[src/rtl/irq_out_pkg.sv]
package irq_out_pkg;

    typedef enum logic [1:0] {
        HS_ACK   = 2'd0,
        HS_NAK   = 2'd1,
        HS_STALL = 2'd2,
        HS_NONE  = 2'd3
    } hs_kind_e;

    typedef struct packed {
        logic       pulse_mode;
        logic       act_high;
        logic [1:0] out_mode;
        logic [1:0] in_mode;
        logic [1:0] ctl_mode;
    } irq_cfg_t;

    // Filter field: bit 0 admits NAK, bit 1 admits STALL, ACK always passes
    function automatic logic hs_qualifies(input logic [1:0] mode, input hs_kind_e kind);
        case (kind)
            HS_ACK:   return 1'b1;
            HS_NAK:   return mode[0];
            HS_STALL: return mode[1];
            default:  return 1'b0;
        endcase
    endfunction

    function automatic int unsigned pulse_cycles(input int unsigned ns, input int unsigned mhz);
        return (ns * mhz + 999) / 1000;
    endfunction

endpackage

[src/rtl/irq_evt_filter.sv]
module irq_evt_filter
    import irq_out_pkg::*;
#(
    parameter int N_EP = 8,
    localparam int EPW = $clog2(N_EP),
    localparam int N_SRC = 2 * N_EP
) (
    input  logic             clk,
    input  logic             rst,
    input  logic             ev_valid,
    input  logic [EPW-1:0]   ev_ep,
    input  logic             ev_in,
    input  hs_kind_e         ev_kind,
    input  logic [1:0]       ctl_mode,
    input  logic [1:0]       in_mode,
    input  logic [1:0]       out_mode,
    output logic [N_SRC-1:0] set_vec
);

    for (genvar s = 0; s < N_SRC; s++) begin : g_src
        localparam int EP  = s / 2;
        localparam bit DIR = (s % 2) == 1;
        logic [1:0] mode;
        if (EP == 0) begin : g_ctl
            assign mode = ctl_mode;
        end else if (DIR) begin : g_in
            assign mode = in_mode;
        end else begin : g_out
            assign mode = out_mode;
        end
        assign set_vec[s] = ev_valid && (ev_ep == EPW'(EP)) && (ev_in == DIR)
                            && hs_qualifies(mode, ev_kind);
    end


    single_src_chk: assert property (@(posedge clk) disable iff (rst)
        $onehot0(set_vec));


    none_kind_chk: assert property (@(posedge clk) disable iff (rst)
        (ev_kind == HS_NONE) |-> (set_vec == '0));

endmodule

[src/rtl/irq_pend_bank.sv]
module irq_pend_bank #(
    parameter int N_SRC = 16
) (
    input  logic             clk,
    input  logic             rst,
    input  logic [N_SRC-1:0] set_vec,
    input  logic             clr_we,
    input  logic [N_SRC-1:0] clr_mask,
    output logic [N_SRC-1:0] pend_q,
    output logic [N_SRC-1:0] pend_nxt
);

    logic [N_SRC-1:0] clr_eff;

    assign clr_eff  = clr_we ? clr_mask : '0;
    assign pend_nxt = (pend_q & ~clr_eff) | set_vec;

    always_ff @(posedge clk) begin
        if (rst) pend_q <= '0;
        else     pend_q <= pend_nxt;
    end


    w1c_clear_chk: assert property (@(posedge clk) disable iff (rst)
        (pend_q & $past(clr_eff & ~set_vec)) == '0);


    no_spurious_set_chk: assert property (@(posedge clk) disable iff (rst)
        (pend_q & ~$past(pend_q) & ~$past(set_vec)) == '0);

endmodule

[src/rtl/irq_pin_drv.sv]
module irq_pin_drv #(
    parameter int N_SRC     = 16,
    parameter int PULSE_CYC = 3,
    localparam int CW = $clog2(PULSE_CYC + 1)
) (
    input  logic             clk,
    input  logic             rst,
    input  logic             pulse_mode,
    input  logic             act_high,
    input  logic             glb_en,
    input  logic [N_SRC-1:0] src_en,
    input  logic [N_SRC-1:0] set_vec,
    input  logic [N_SRC-1:0] pend_q,
    input  logic [N_SRC-1:0] pend_nxt,
    output logic             int_pin
);

    logic          glb_q;
    logic [CW-1:0] cnt_q, cnt_nxt;
    logic          trig, act_nxt;

    assign trig = pulse_mode && glb_en &&
                  ((|(set_vec & src_en)) || (!glb_q && |(pend_q & src_en)));

    always_comb begin
        if (cnt_q != '0)  cnt_nxt = cnt_q - 1'b1;
        else if (trig)    cnt_nxt = CW'(PULSE_CYC);
        else              cnt_nxt = '0;
    end

    assign act_nxt = pulse_mode ? (cnt_nxt != '0)
                                : (glb_en && |(pend_nxt & src_en));

    always_ff @(posedge clk) begin
        if (rst) begin
            glb_q   <= 1'b0;
            cnt_q   <= '0;
            int_pin <= 1'b1;
        end else begin
            glb_q   <= glb_en;
            cnt_q   <= cnt_nxt;
            int_pin <= act_high ? act_nxt : !act_nxt;
        end
    end


    pulse_bound_chk: assert property (@(posedge clk) disable iff (rst)
        cnt_q <= CW'(PULSE_CYC));


    pulse_merge_chk: assert property (@(posedge clk) disable iff (rst)
        ($past(cnt_q) != '0) |-> (cnt_q == $past(cnt_q) - 1'b1));

endmodule

[src/rtl/irq_out_gen.sv]
module irq_out_gen
    import irq_out_pkg::*;
#(
    parameter int N_EP     = 8,
    parameter int CLK_MHZ  = 48,
    parameter int PULSE_NS = 60,
    localparam int EPW       = $clog2(N_EP),
    localparam int N_SRC     = 2 * N_EP,
    localparam int PULSE_CYC = pulse_cycles(PULSE_NS, CLK_MHZ)
) (
    input  logic             clk,
    input  logic             rst,
    input  logic             ev_valid,
    input  logic [EPW-1:0]   ev_ep,
    input  logic             ev_in,
    input  logic [1:0]       ev_kind,
    input  logic             cfg_we,
    input  logic [7:0]       cfg_wdata,
    input  logic [N_SRC-1:0] src_en,
    input  logic             glb_en,
    input  logic             clr_we,
    input  logic [N_SRC-1:0] clr_mask,
    output logic [7:0]       cfg_rd,
    output logic [N_SRC-1:0] pend,
    output logic             int_pin
);

    irq_cfg_t         cfg_q;
    logic [N_SRC-1:0] set_vec, pend_nxt;

    always_ff @(posedge clk) begin
        if (rst)         cfg_q <= '0;
        else if (cfg_we) cfg_q <= irq_cfg_t'(cfg_wdata);
    end

    assign cfg_rd = cfg_q;

    irq_evt_filter #(.N_EP(N_EP)) u_filt (
        .clk      (clk),
        .rst      (rst),
        .ev_valid (ev_valid),
        .ev_ep    (ev_ep),
        .ev_in    (ev_in),
        .ev_kind  (hs_kind_e'(ev_kind)),
        .ctl_mode (cfg_q.ctl_mode),
        .in_mode  (cfg_q.in_mode),
        .out_mode (cfg_q.out_mode),
        .set_vec  (set_vec)
    );

    irq_pend_bank #(.N_SRC(N_SRC)) u_pend (
        .clk      (clk),
        .rst      (rst),
        .set_vec  (set_vec),
        .clr_we   (clr_we),
        .clr_mask (clr_mask),
        .pend_q   (pend),
        .pend_nxt (pend_nxt)
    );

    irq_pin_drv #(.N_SRC(N_SRC), .PULSE_CYC(PULSE_CYC)) u_pin (
        .clk        (clk),
        .rst        (rst),
        .pulse_mode (cfg_q.pulse_mode),
        .act_high   (cfg_q.act_high),
        .glb_en     (glb_en),
        .src_en     (src_en),
        .set_vec    (set_vec),
        .pend_q     (pend),
        .pend_nxt   (pend_nxt),
        .int_pin    (int_pin)
    );


    glb_gate_chk: assert property (@(posedge clk) disable iff (rst)
        ($past(!glb_en) && $past(!cfg_q.pulse_mode)) |-> (int_pin == !$past(cfg_q.act_high)));


    level_follow_chk: assert property (@(posedge clk) disable iff (rst)
        ($past(glb_en) && $past(!cfg_q.pulse_mode) && $past(src_en == '1) && (pend != '0))
            |-> (int_pin == $past(cfg_q.act_high)));

endmodule

[config.mk]
export PLATFORM = sky130hd
export DESIGN_NAME = irq_out_gen
export DESIGN_NICKNAME = d
export VERILOG_FILES = /design/src/rtl/irq_out_pkg.sv /design/src/rtl/irq_evt_filter.sv /design/src/rtl/irq_pend_bank.sv /design/src/rtl/irq_pin_drv.sv /design/src/rtl/irq_out_gen.sv
export SDC_FILE = /design/constraint.sdc
export NUM_CORES = 1
export LEC_CHECK = 0
export ABC_AREA = 1
export CORE_MARGIN = 5
export CORE_UTILIZATION = 43
export CTS_BUF_LIST = sky130_fd_sc_hd__clkbuf_8
export DETAILED_ROUTE_END_ITERATION = 7
export GPL_TIMING_DRIVEN = 0
export HOLD_SLACK_MARGIN = 0.06
export PLACE_DENSITY = 0.87
export SYNTH_ARGS = -nofsm -noshare
export SYNTH_HDL_FRONTEND = slang
export SYNTH_SLANG_ARGS = --single-unit
[constraint.sdc]
create_clock -name clk -period 1.7 [get_ports clk]
set_clock_uncertainty 0.05 [all_clocks]
set_input_delay 0.34 -clock clk [delete_from_list [all_inputs] [get_ports clk]]
set_output_delay 0.34 -clock clk [all_outputs]
set_load 0.01 [all_outputs]
==> report_table.html, run 1 <==
<table>
<tr><th>Metric</th><th>Value</th></tr>
<tr><th colspan="2">STA</th></tr>
<tr><td>Fmax achieved</td><td>0.564 GHz</td></tr>
<tr><td>Post-route worst setup slack</td><td>-0.0739 ns</td></tr>
<tr><td>Unrepaired setup endpoints after global routing</td><td>yes</td></tr>
<tr><td>Final critical path time including I/O delays and setup</td><td>1.77 ns</td></tr>
<tr><td>Actual transition at the worst max-transition pin</td><td>0.550 ns</td></tr>
<tr><td>Period utilisation layout</td><td>104%</td></tr>
<tr><td>Setup_tns</td><td>-0.0739 ns</td></tr>
<tr><td>Number of max-slew violations in the final report</td><td>0</td></tr>
<tr><td>Final count of negative-setup-slack endpoints</td><td>1</td></tr>
<tr><td>Hold Slack</td><td>between 0.4 and 0.5 ns</td></tr>
<tr><td>Worst slew margin relative to its limit</td><td>63.3%</td></tr>
<tr><td>Final Hold Viols</td><td>0</td></tr>
<tr><th colspan="2">Final layout</th></tr>
<tr><td>Top library cells by usage in the layout, fill and taps aside</td><td>nand2_1 (112), clkdlybuf4s50_1 (67), nor2_1 (25), dfxtp_1 (25), a21oi_1 (23)</td></tr>
<tr><td>Final design area excluding fillers</td><td>0.00284 mm^2</td></tr>
<tr><td>Layout overhead on the synthesized area</td><td>63.4%</td></tr>
<tr><td>Total Nets Final</td><td>435</td></tr>
<tr><td>Layout filler cell count</td><td>345</td></tr>
<tr><td>Utilization after layout</td><td>a little under three quarters</td></tr>
<tr><td>Inserted Diodes</td><td>0</td></tr>
<tr><td>Commonest non-fill, non-tap cell in the layout</td><td>nand2_1</td></tr>
<tr><td>Fraction of layout cells with a size suffix above 1</td><td>a little under a fifth</td></tr>
<tr><th colspan="2">Critical path</th></tr>
<tr><td>Count of buffering cells on the critical path with inverters included</td><td>2</td></tr>
<tr><td>Worst-path maximum fanout</td><td>5</td></tr>
<tr><td>Data required time at the worst endpoint</td><td>1.82 ns</td></tr>
<tr><td>Kind of end point of the critical path</td><td>flip-flop</td></tr>
<tr><td>Worst setup path startpoint</td><td>cfg_rd[4]</td></tr>
<tr><td>Sort of element at the start of the critical path</td><td>flip-flop</td></tr>
<tr><td>Largest stage delay on the critical path</td><td>0.34 ns</td></tr>
<tr><td>R2r worst-path depth</td><td>15</td></tr>
<tr><td>Cell class contributing the biggest share of worst-path delay</td><td>simple AND/OR/NAND/NOR gates</td></tr>
<tr><td>Critical path type</td><td>reg2reg</td></tr>
<tr><td>Most used cell along the critical path</td><td>nand2_1</td></tr>
<tr><td>Register-to-register setup slack</td><td>-0.07 ns</td></tr>
<tr><td>Worst flop-to-flop path startpoint</td><td>cfg_rd[4]</td></tr>
<tr><td>Ordered list of cells on the worst path</td><td>inv_2, nand2_2, nand2_2, nand2_4, buf_4, nand3_1, nand2_1, nand2_1, nand2_1, nor2_1, nand2_1, o21ai_2, nand2_1, nand3_2, nand3_2</td></tr>
<tr><td>CP Depth</td><td>15</td></tr>
<tr><td>Slowest library cell on the worst path</td><td>dfxtp_2</td></tr>
<tr><td>CP Data Arrival Time</td><td>roughly 1.9 ns</td></tr>
<tr><th colspan="2">Run</th></tr>
<tr><td>Max_cap viols</td><td>0</td></tr>
<tr><th colspan="2">Routing</th></tr>
<tr><td>Number of remaining DRC errors</td><td>0</td></tr>
<tr><td>Top metal layer carrying routed signals</td><td>met4</td></tr>
<tr><td>1st-pass router iterations</td><td>4</td></tr>
<tr><td>Detail-routed net length per standard cell</td><td>14.0 um</td></tr>
<tr><td>Wirelength, routed</td><td>6030 um</td></tr>
<tr><td>Remaining number of nets flagged by the antenna check after routing</td><td>0</td></tr>
<tr><td>Detailed Route Iter0 Violations</td><td>about 120</td></tr>
<tr><td>Routed length on met1</td><td>2370 um</td></tr>
<tr><td>Total number of vias</td><td>2171</td></tr>
<tr><td>Routed vias/inst</td><td>5.03</td></tr>
<tr><td>Total length of routed met2 wires</td><td>3060 um</td></tr>
<tr><td>Met3 wire len</td><td>505 um</td></tr>
<tr><th colspan="2">Floorplan</th></tr>
<tr><td>Horizontal die dimension</td><td>73.6 um</td></tr>
<tr><td>Initial core utilization</td><td>43.8%</td></tr>
<tr><td>Number of top-level pins</td><td>77</td></tr>
<tr><td>Die span in y</td><td>73.6 um</td></tr>
<tr><td># rows</td><td>23</td></tr>
<tr><td>Core Footprint</td><td>0.00397 mm^2</td></tr>
<tr><td>Die Outline Area</td><td>0.00542 mm^2</td></tr>
<tr><th colspan="2">Power</th></tr>
<tr><td>Fraction of power consumed by sequential logic</td><td>roughly two fifths</td></tr>
<tr><td>NetSw</td><td>0.000437 W</td></tr>
<tr><td>Largest voltage drop on the vdd net</td><td>between 0.4 and 0.5 mV</td></tr>
<tr><td>Switch share</td><td>26.5%</td></tr>
<tr><td>Internal Dissipation</td><td>0.00121 W</td></tr>
<tr><td>Static power due to leakage</td><td>approximately 1.3 nW</td></tr>
<tr><td>Portion of total power attributed to the clock network</td><td>32.4%</td></tr>
<tr><td>Combinational cell fraction of total power</td><td>25.6%</td></tr>
<tr><td>PwrDens</td><td>roughly 580 mW/mm^2</td></tr>
<tr><th colspan="2">Hold path</th></tr>
<tr><td>Worst hold path class</td><td>in2reg</td></tr>
<tr><td>Hold path startpoint</td><td>ev_in</td></tr>
<tr><td>Hold Crit Depth</td><td>4</td></tr>
<tr><th colspan="2">Yosys</th></tr>
<tr><td>Number of flip-flops and latches in the synthesized netlist</td><td>28</td></tr>
<tr><td>Number of warnings printed during yosys synthesis</td><td>0</td></tr>
<tr><td>Register area share after synthesis</td><td>approximately 32%</td></tr>
<tr><td>Unique cell type count in the Yosys netlist</td><td>18</td></tr>
<tr><td>Net count of the mapped netlist</td><td>342</td></tr>
<tr><td>Area of the mapped netlist</td><td>roughly 0.0017 mm^2</td></tr>
<tr><td>Average footprint of a synthesized cell</td><td>about 6 um^2</td></tr>
<tr><td>Gate count of the mapped netlist</td><td>290</td></tr>
<tr><th colspan="2">Placed design</th></tr>
<tr><td>Global placement routability congestion</td><td>0.890</td></tr>
<tr><td>Port Buf Inserts</td><td>75</td></tr>
<tr><td>DP Wirelength</td><td>4490 um</td></tr>
<tr><td>Worst setup slack before clock tree synthesis</td><td>-0.623 ns</td></tr>
<tr><td>Total placed instance area</td><td>around 0.0026 mm^2</td></tr>
<tr><th colspan="2">CTS</th></tr>
<tr><td>Cell at the root of the clock tree</td><td>clkbuf_8</td></tr>
<tr><td>Number of sinks handled by clock tree synthesis</td><td>28</td></tr>
<tr><td>CTS tree</td><td>done</td></tr>
<tr><td>Clock Latency Late Sink</td><td>0.28 ns</td></tr>
<tr><td>Maximum clock insertion buffer count</td><td>2</td></tr>
<tr><td>Htree depth</td><td>1</td></tr>
<tr><td>Total clock buffers created by CTS</td><td>3</td></tr>
<tr><td>Reg clk slew, reported paths</td><td>0.10 ns</td></tr>
<tr><th colspan="2">Run status</th></tr>
<tr><td>Run status</td><td>finished, violations left</td></tr>
<tr><td>Violations in the final reports</td><td>negative setup slack</td></tr>
<tr><th colspan="2">Global routing</th></tr>
<tr><td>Global-route total usage across every layer</td><td>21.8%</td></tr>
<tr><td>First-pass GRT wire length</td><td>9250 um</td></tr>
<tr><td>Vias in the first global route</td><td>~2200</td></tr>
<tr><td>Initial antenna violation count</td><td>0</td></tr>
<tr><td>Maximum number of pins on one net before global-route repair</td><td>17</td></tr>
<tr><td>GR Overflow Total</td><td>0</td></tr>
</table>
power groups by stage:
stage          clock network [W]  logic, W  registers, W
2_1_floorplan                  0  0.000145      0.000711
3_3_place_gp                   0  0.000358      0.000704
3_5_place_dp                   0  0.000361      0.000705
4_1_cts                 0.000542  0.000392      0.000690
5_1_grt                 0.000571  0.000453      0.000695
6_report                0.000535  0.000422      0.000692
cell usage after synthesis (all sizes together):
cell,instances,share of area [%]
nand2,126,28
nor4,1,0.36
clkbuf,4,0.93
nand3,25,9.5
o21ai,10,2.9
dfxtp,28,32
nor3,4,1.2
nand4,8,2.9
nor2,33,7.1
a21oi,24,6.9
inv,20,4.3
buf,7,3.7
stage by stage:
stage,std cells,total power [W]
3_5_place_dp,415,0.00107
4_1_cts,431,0.00162
5_1_grt,432,0.00172
3_3_place_gp,415,0.00106
6_report,432,0.00165
2_1_floorplan,290,0.000856
worst min-delay path: cells and delay by family:
family          cells  cell delay, ns
simple gates        2            0.14
compound gates      1            0.06
buf+inv             1            0.16
metal layers:
layer | up-vias | GRT usage, %
li1 | 1114 | -
met1 | 973 | 24.5
met2 | 75 | 40.3
met3 | 9 | 5.61
met4 | 0 | 5.84
met5 | - | 0
cells by family (layout without fill, tap and decap cells):
| group | after synthesis | count (layout) | share of synthesized area, % |
|---|---|---|---|
| buf+inv | 31 | 123 | 8.92 |
| compound gates | 34 | 34 | 9.78 |
| simple gates | 197 | 197 | 49.1 |
| flops | 28 | 28 | 32.2 |
registers in the layout (all words and copies together), names as in the netlist:
name / count
cfg_rd: 8
u_pend.pend_q: 16
u_pin.cnt_q: 2
u_pin.glb_q: 1
u_pin.int_pin: 1
final cells by class:
| class | count | area [um^2] | area share (%) |
|---|---|---|---|
| tap | 50 | 62.6 | 2.20 |
| sequential | 28 | 564 | 19.9 |
| clock buffer | 3 | 41.3 | 1.45 |
| buffer | 11 | 81.3 | 2.86 |
| clock inverter | 1 | 30.0 | 1.06 |
| multi-input combinational | 231 | 1140 | 40.1 |
| timing repair buffer | 88 | 848 | 29.9 |
| inverter | 20 | 75.1 | 2.64 |
worst paths after layout:
check / endpoint
max: u_pin.int_pin
min: u_pend.pend_q[8]
min reg2reg: cfg_rd[4]
max reg2reg: u_pin.int_pin
what timing repair did:
item | CTS | global route
hold buffers | 0 | 0
setup endpoints to repair | 8 | 5
setup buffers | 10 | 1
cloned | 2 | 0
endpoints found under the hold margin | 0 | 0
gates resized for setup | 26 | 28
pin swaps | 10 | 14
Note: power is estimated with default switching activity, not from simulation.
==> inputs of run 2 (changes only) <==
ABC_AREA = unset   (was 1)
CORE_UTILIZATION = 42   (was 43)
==> run 2 against run 1 <==
The run still ends with negative setup slack left. Count of clock-buffer cells in the layout is the same. Die area down 2.5%. Utilization is 0.96 points lower. Hold slack got worse by 0.075 ns. Synthesized cell count shrank 29%.
==> report_table.html, run 2 <==
<table>
<tr><th>Metric</th><th>Value</th></tr>
<tr><th colspan="2">Run status</th></tr>
<tr><td>Run status</td><td>finished, violations left (unchanged)</td></tr>
<tr><td>Violations in the final reports</td><td>negative setup slack (unchanged)</td></tr>
<tr><th colspan="2">Yosys</th></tr>
<tr><td>Number of warnings printed during yosys synthesis</td><td>0 (unchanged)</td></tr>
<tr><td>Register area share after synthesis</td><td>34.0% (was 32.2%)</td></tr>
<tr><td>Post-synthesis xor/xnor area fraction</td><td>0% (unchanged)</td></tr>
<tr><td>Post-synthesis compound-gate area fraction</td><td>21.6% (was 9.78%)</td></tr>
<tr><td>Post-synth top area share</td><td>34.0% (was 32.2%)</td></tr>
<tr><td>Ys async rst share</td><td>0% (unchanged)</td></tr>
<tr><td>Area of the mapped netlist</td><td>0.00165 mm^2 (was 0.00174 mm^2)</td></tr>
<tr><td>Gate count of the mapped netlist</td><td>207 (was 290)</td></tr>
<tr><td>Adder and majority gate portion of the synthesized area</td><td>0% (unchanged)</td></tr>
<tr><td>Cell with the most instances after synthesis</td><td>nand2_1 (unchanged)</td></tr>
<tr><td>Cell types occupying the most area after synthesis</td><td>dfxtp_1 (34%), a22oi_1 (8.2%), nand2_1 (7.1%) (was dfxtp_1 (32%), nand2_1 (26%), nor2_1 (7.1%))</td></tr>
<tr><td>Net count of the mapped netlist</td><td>259 (was 342)</td></tr>
<tr><td>Most used flip-flop cell after synthesis</td><td>dfxtp_1 (unchanged)</td></tr>
<tr><td>Number of flip-flops and latches in the synthesized netlist</td><td>28 (unchanged)</td></tr>
<tr><td>Fraction of synthesized area in multiplexers</td><td>8.12% (was 0%)</td></tr>
<tr><td>Commonest cells post-synth</td><td>nand2_1 (31), nor2_1 (29), dfxtp_1 (28) (was nand2_1 (120), nor2_1 (33), dfxtp_1 (28))</td></tr>
<tr><td>Most area-hungry cell type in the Yosys netlist</td><td>dfxtp_1 (unchanged)</td></tr>
<tr><td>Simple-Gate Fraction of Synth Area</td><td>30.7% (was 49.1%)</td></tr>
<tr><td>Number of enable flip-flop cells after synthesis</td><td>0 (unchanged)</td></tr>
<tr><td>Unique cell type count in the Yosys netlist</td><td>50 (was 18)</td></tr>
<tr><td>Average footprint of a synthesized cell</td><td>7.97 um^2 (was 6.00 um^2)</td></tr>
<tr><td>Main combinational cell family by area after synthesis</td><td>simple AND/OR/NAND/NOR gates (unchanged)</td></tr>
<tr><th colspan="2">Final layout</th></tr>
<tr><td>Layout overhead on the synthesized area</td><td>60.2% (was 63.4%)</td></tr>
<tr><td>Flip-flop count of the largest register, all copies and words added</td><td>16 (unchanged)</td></tr>
<tr><td>Layout filler cell count</td><td>331 (was 345)</td></tr>
<tr><td>Commonest non-fill, non-tap cell in the layout</td><td>clkdlybuf4s50_1 (was nand2_1)</td></tr>
<tr><td>Final Instance Count excl. Fillers</td><td>340 (was 432)</td></tr>
<tr><td>Fraction of layout cells with a size suffix above 1</td><td>15.4% (was 18.6%)</td></tr>
<tr><td>Inserted Diodes</td><td>0 (unchanged)</td></tr>
<tr><td>Final design area excluding fillers</td><td>0.00264 mm^2 (was 0.00284 mm^2)</td></tr>
<tr><td>Top library cells by usage in the layout, fill and taps aside</td><td>clkdlybuf4s50_1 (62), nand2_1 (31), nor2_1 (28), dfxtp_1 (21), a22oi_1 (17) (was nand2_1 (112), clkdlybuf4s50_1 (67), nor2_1 (25), dfxtp_1 (25), a21oi_1 (23))</td></tr>
<tr><td>Register with the highest flop count</td><td>u_pend.pend_q (unchanged)</td></tr>
<tr><td>Total Nets Final</td><td>345 (was 435)</td></tr>
<tr><th colspan="2">Global routing</th></tr>
<tr><td>Initial antenna violation count</td><td>0 (unchanged)</td></tr>
<tr><td>First-pass GRT wire length</td><td>9000 um (was 9250 um)</td></tr>
<tr><td>Maximum number of pins on one net before global-route repair</td><td>17 (unchanged)</td></tr>
<tr><td>Global-route total usage across every layer</td><td>21.2% (was 21.8%)</td></tr>
<tr><td>GR Overflow Total</td><td>0 (unchanged)</td></tr>
<tr><td>Vias in the first global route</td><td>2001 (was 2181)</td></tr>
<tr><th colspan="2">Floorplan</th></tr>
<tr><td>Horizontal die dimension</td><td>72.7 um (was 73.6 um)</td></tr>
<tr><td>Die Outline Area</td><td>0.00528 mm^2 (was 0.00542 mm^2)</td></tr>
<tr><td>Number of top-level pins</td><td>77 (unchanged)</td></tr>
<tr><td># rows</td><td>22 (was 23)</td></tr>
<tr><td>Die span in y</td><td>72.7 um (was 73.6 um)</td></tr>
<tr><td>Core Footprint</td><td>0.00374 mm^2 (was 0.00397 mm^2)</td></tr>
<tr><td>Initial core utilization</td><td>44.1% (was 43.8%)</td></tr>
<tr><th colspan="2">Routing</th></tr>
<tr><td>Number of remaining DRC errors</td><td>0 (unchanged)</td></tr>
<tr><td>Detail-routed net length per standard cell</td><td>16.2 um (was 14.0 um)</td></tr>
<tr><td>1st-pass router iterations</td><td>7 (was 4)</td></tr>
<tr><td>Routed vias/inst</td><td>5.71 (was 5.03)</td></tr>
<tr><td>Remaining number of nets flagged by the antenna check after routing</td><td>0 (unchanged)</td></tr>
<tr><td>Wirelength, routed</td><td>5510 um (was 6030 um)</td></tr>
<tr><td>Total number of vias</td><td>1943 (was 2171)</td></tr>
<tr><td>Detailed Route Iter0 Violations</td><td>202 (was 122)</td></tr>
<tr><th colspan="2">Critical path</th></tr>
<tr><td>Cell class contributing the biggest share of worst-path delay</td><td>buffers and inverters (was simple AND/OR/NAND/NOR gates)</td></tr>
<tr><td>FF-to-FF End</td><td>u_pin.int_pin (unchanged)</td></tr>
<tr><td>Largest stage delay on the critical path</td><td>0.49 ns (was 0.34 ns)</td></tr>
<tr><td>Slowest library cell on the worst path</td><td>clkdlybuf4s50_1 (was dfxtp_2)</td></tr>
<tr><td>Ordered list of cells on the worst path</td><td>clkdlybuf4s50_1, mux2_2, and3_1, o21ai_1, o2111ai_2, nor3_1, a311oi_2, mux2i_1 (was inv_2, nand2_2, nand2_2, nand2_4, buf_4, nand3_1, nand2_1, nand2_1, nand2_1, nor2_1, nand2_1, o21ai_2, nand2_1, nand3_2, nand3_2)</td></tr>
<tr><td>CP Data Arrival Time</td><td>2.09 ns (was 1.89 ns)</td></tr>
<tr><td>Count of buffering cells on the critical path with inverters included</td><td>1 (was 2)</td></tr>
<tr><td>Worst-path maximum fanout</td><td>3 (was 5)</td></tr>
<tr><td>Worst flop-to-flop path startpoint</td><td>u_pend.pend_q[15] (was cfg_rd[4])</td></tr>
<tr><td>Sort of element at the start of the critical path</td><td>input port (was flip-flop)</td></tr>
<tr><td>Register-to-register setup slack</td><td>-0.25 ns (was -0.07 ns)</td></tr>
<tr><td>Kind of end point of the critical path</td><td>flip-flop (unchanged)</td></tr>
<tr><td>CP Depth</td><td>8 (was 15)</td></tr>
<tr><td>Critical path type</td><td>in2reg (was reg2reg)</td></tr>
<tr><td>Data required time at the worst endpoint</td><td>1.82 ns (about the same)</td></tr>
<tr><td>R2r worst-path depth</td><td>7 (was 15)</td></tr>
<tr><th colspan="2">CTS</th></tr>
<tr><td>Cell at the root of the clock tree</td><td>clkbuf_8 (unchanged)</td></tr>
<tr><td>Clock Latency Late Sink</td><td>0.28 ns (about the same)</td></tr>
<tr><td>Number of sinks handled by clock tree synthesis</td><td>28 (unchanged)</td></tr>
<tr><td>Reg clk slew, reported paths</td><td>0.10 ns (about the same)</td></tr>
<tr><td>Post-CTS Hold Fix Bufs</td><td>0 (unchanged)</td></tr>
<tr><td>Total clock buffers created by CTS</td><td>3 (unchanged)</td></tr>
<tr><td>Htree depth</td><td>1 (unchanged)</td></tr>
<tr><td>CTS tree</td><td>done (unchanged)</td></tr>
<tr><td>Maximum clock insertion buffer count</td><td>2 (unchanged)</td></tr>
<tr><th colspan="2">STA</th></tr>
<tr><td>Final critical path time including I/O delays and setup</td><td>1.97 ns (was 1.77 ns)</td></tr>
<tr><td>Final count of negative-setup-slack endpoints</td><td>3 (was 1)</td></tr>
<tr><td>Actual transition at the worst max-transition pin</td><td>0.557 ns (was 0.550 ns)</td></tr>
<tr><td>Post-route worst setup slack</td><td>-0.268 ns (was -0.0739 ns)</td></tr>
<tr><td>Fmax achieved</td><td>0.508 GHz (was 0.564 GHz)</td></tr>
<tr><td>Period utilisation layout</td><td>116% (was 104%)</td></tr>
<tr><td>Number of max-slew violations in the final report</td><td>0 (unchanged)</td></tr>
<tr><td>Unrepaired setup endpoints after global routing</td><td>yes (unchanged)</td></tr>
<tr><td>Final Hold Viols</td><td>0 (unchanged)</td></tr>
<tr><td>Worst slew margin relative to its limit</td><td>62.9% (was 63.3%)</td></tr>
<tr><th colspan="2">Placed design</th></tr>
<tr><td>Port Buf Inserts</td><td>73 (was 75)</td></tr>
<tr><td>Placed Instances</td><td>328 (was 415)</td></tr>
<tr><td>DP Wirelength</td><td>4170 um (was 4490 um)</td></tr>
<tr><td>Global placement routability congestion</td><td>0.970 (was 0.890)</td></tr>
<tr><td>Total placed instance area</td><td>0.00244 mm^2 (was 0.00255 mm^2)</td></tr>
<tr><th colspan="2">Hold path</th></tr>
<tr><td>Hold Path Sink</td><td>u_pend.pend_q[1] (was u_pend.pend_q[8])</td></tr>
<tr><td>Worst hold path class</td><td>in2reg (unchanged)</td></tr>
<tr><td>Hold path startpoint</td><td>ev_in (unchanged)</td></tr>
<tr><td>Hold Crit Depth</td><td>3 (was 4)</td></tr>
<tr><th colspan="2">Power</th></tr>
<tr><td>Largest voltage drop on the vdd net</td><td>0.460 mV (was 0.422 mV)</td></tr>
<tr><td>Static power due to leakage</td><td>1.02 nW (was 1.30 nW)</td></tr>
<tr><td>PwrDens</td><td>605 mW/mm^2 (was 580 mW/mm^2)</td></tr>
<tr><th colspan="2">Run</th></tr>
<tr><td>Max_cap viols</td><td>0 (unchanged)</td></tr>
</table>
## run 2: changes by cell type after synthesis, sizes merged, moves of 3 or more
cell | previous run | this run
o21ai | 10 | 4
nand3b | 0 | 3
o22ai | 0 | 4
buf | 7 | 10
mux2 | 0 | 3
nor2b | 0 | 6
a21oi | 24 | 7
nor2 | 33 | 30
mux2i | 0 | 10
nand2 | 126 | 31
nand3 | 25 | 6
a22oi | 0 | 18
inv | 20 | 5
## run 2: logic make-up (layout without fill, tap and decap cells)
| kind of cell | count (synthesis) | count (layout) |
|---|---|---|
| AND/OR/NAND/NOR | 100 | 100 |
| flip-flops | 28 | 28 |
| buffers and inverters | 18 | 103 |
| AO/OA/AOI/OAI | 48 | 48 |
| multiplexers | 13 | 13 |
## run 2: cell type report
type	instances	area, um^2	share of cell area, %
tap	48	60.1	2.27
timing repair buffer	81	782	29.6
buffer	13	83.8	3.17
inverter	5	18.8	0.710
clock buffer	3	41.3	1.56
sequential	28	572	21.6
multi-input combinational	161	1050	39.9
clock inverter	1	30.0	1.14
## run 2: worst reg2reg max path, delay by kind of cell (launching register included)
| kind | cells | cell delay, ns |
|---|---|---|
| AOI/OAI and AO/OA | 4 | 0.92 |
| DFF | 1 | 0.34 |
| muxes | 1 | 0.13 |
| and+or+nand+nor | 2 | 0.40 |
## run 2: repair_timing
action | 4_1_cts | 5_1_grt
pin swaps | 8 | 7
buffers inserted | 5 | 2
hold endpoints to repair | 0 | 0
gates cloned | 1 | 0
resized for setup | 30 | 6
endpoints found under the setup margin | 10 | 14
## run 2: how the worst max path moves through the flow
stage	startpoint	end	slack [ns]
floorplan	ev_ep[1]	u_pin.cnt_q[1]	-0.01
global placement	ev_ep[0]	u_pin.int_pin	-0.80
detailed placement	ev_ep[0]	u_pin.int_pin	-0.82
CTS	u_pend.pend_q[9]	u_pin.int_pin	-0.29
global route	u_pend.pend_q[9]	u_pin.int_pin	-0.37
finish	src_en[7]	u_pin.int_pin	-0.27
## run 2: through the flow
step,setup slack (ns),power (W),hold WS [ns],TNS (ns),util (%)
4_1_cts,-0.288,0.00160,0.335,-0.739,70.0
3_5_place_dp,-0.823,0.00105,0.399,-6.96,65.2
6_report,-0.268,0.00160,0.339,-0.665,70.6
3_3_place_gp,-0.798,0.00105,0.404,-6.44,65.2
5_1_grt,-0.375,0.00167,0.375,-0.972,70.6
2_1_floorplan,-0.0145,0.000854,0.384,-0.0145,-
## run 2: metal layers
| metal | vias up | wire length, um | track usage (%) |
|---|---|---|---|
| met5 | - | 0 | 0 |
| li1 | 926 | - | - |
| met1 | 887 | 2130 | 25.6 |
| met3 | 15 | 588 | 5.51 |
| met4 | 0 | 148 | 7.17 |
| met2 | 115 | 2650 | 36.4 |
## run 2: power breakdown
| group | switching, W | internal (W) | total, W |
|---|---|---|---|
| logic | 0.000168 | 0.000210 | 0.000379 |
| registers | 0.0000144 | 0.000674 | 0.000689 |
| clock network | 0.000216 | 0.000315 | 0.000532 |
| total | 0.000399 | 0.00120 | 0.00160 |
==> inputs of run 3 (changes only) <==
HOLD_SLACK_MARGIN = 0.02   (was 0.06)
==> results of run 3 <==
The final DEF is identical to that of run 2; final timing and power are the same.
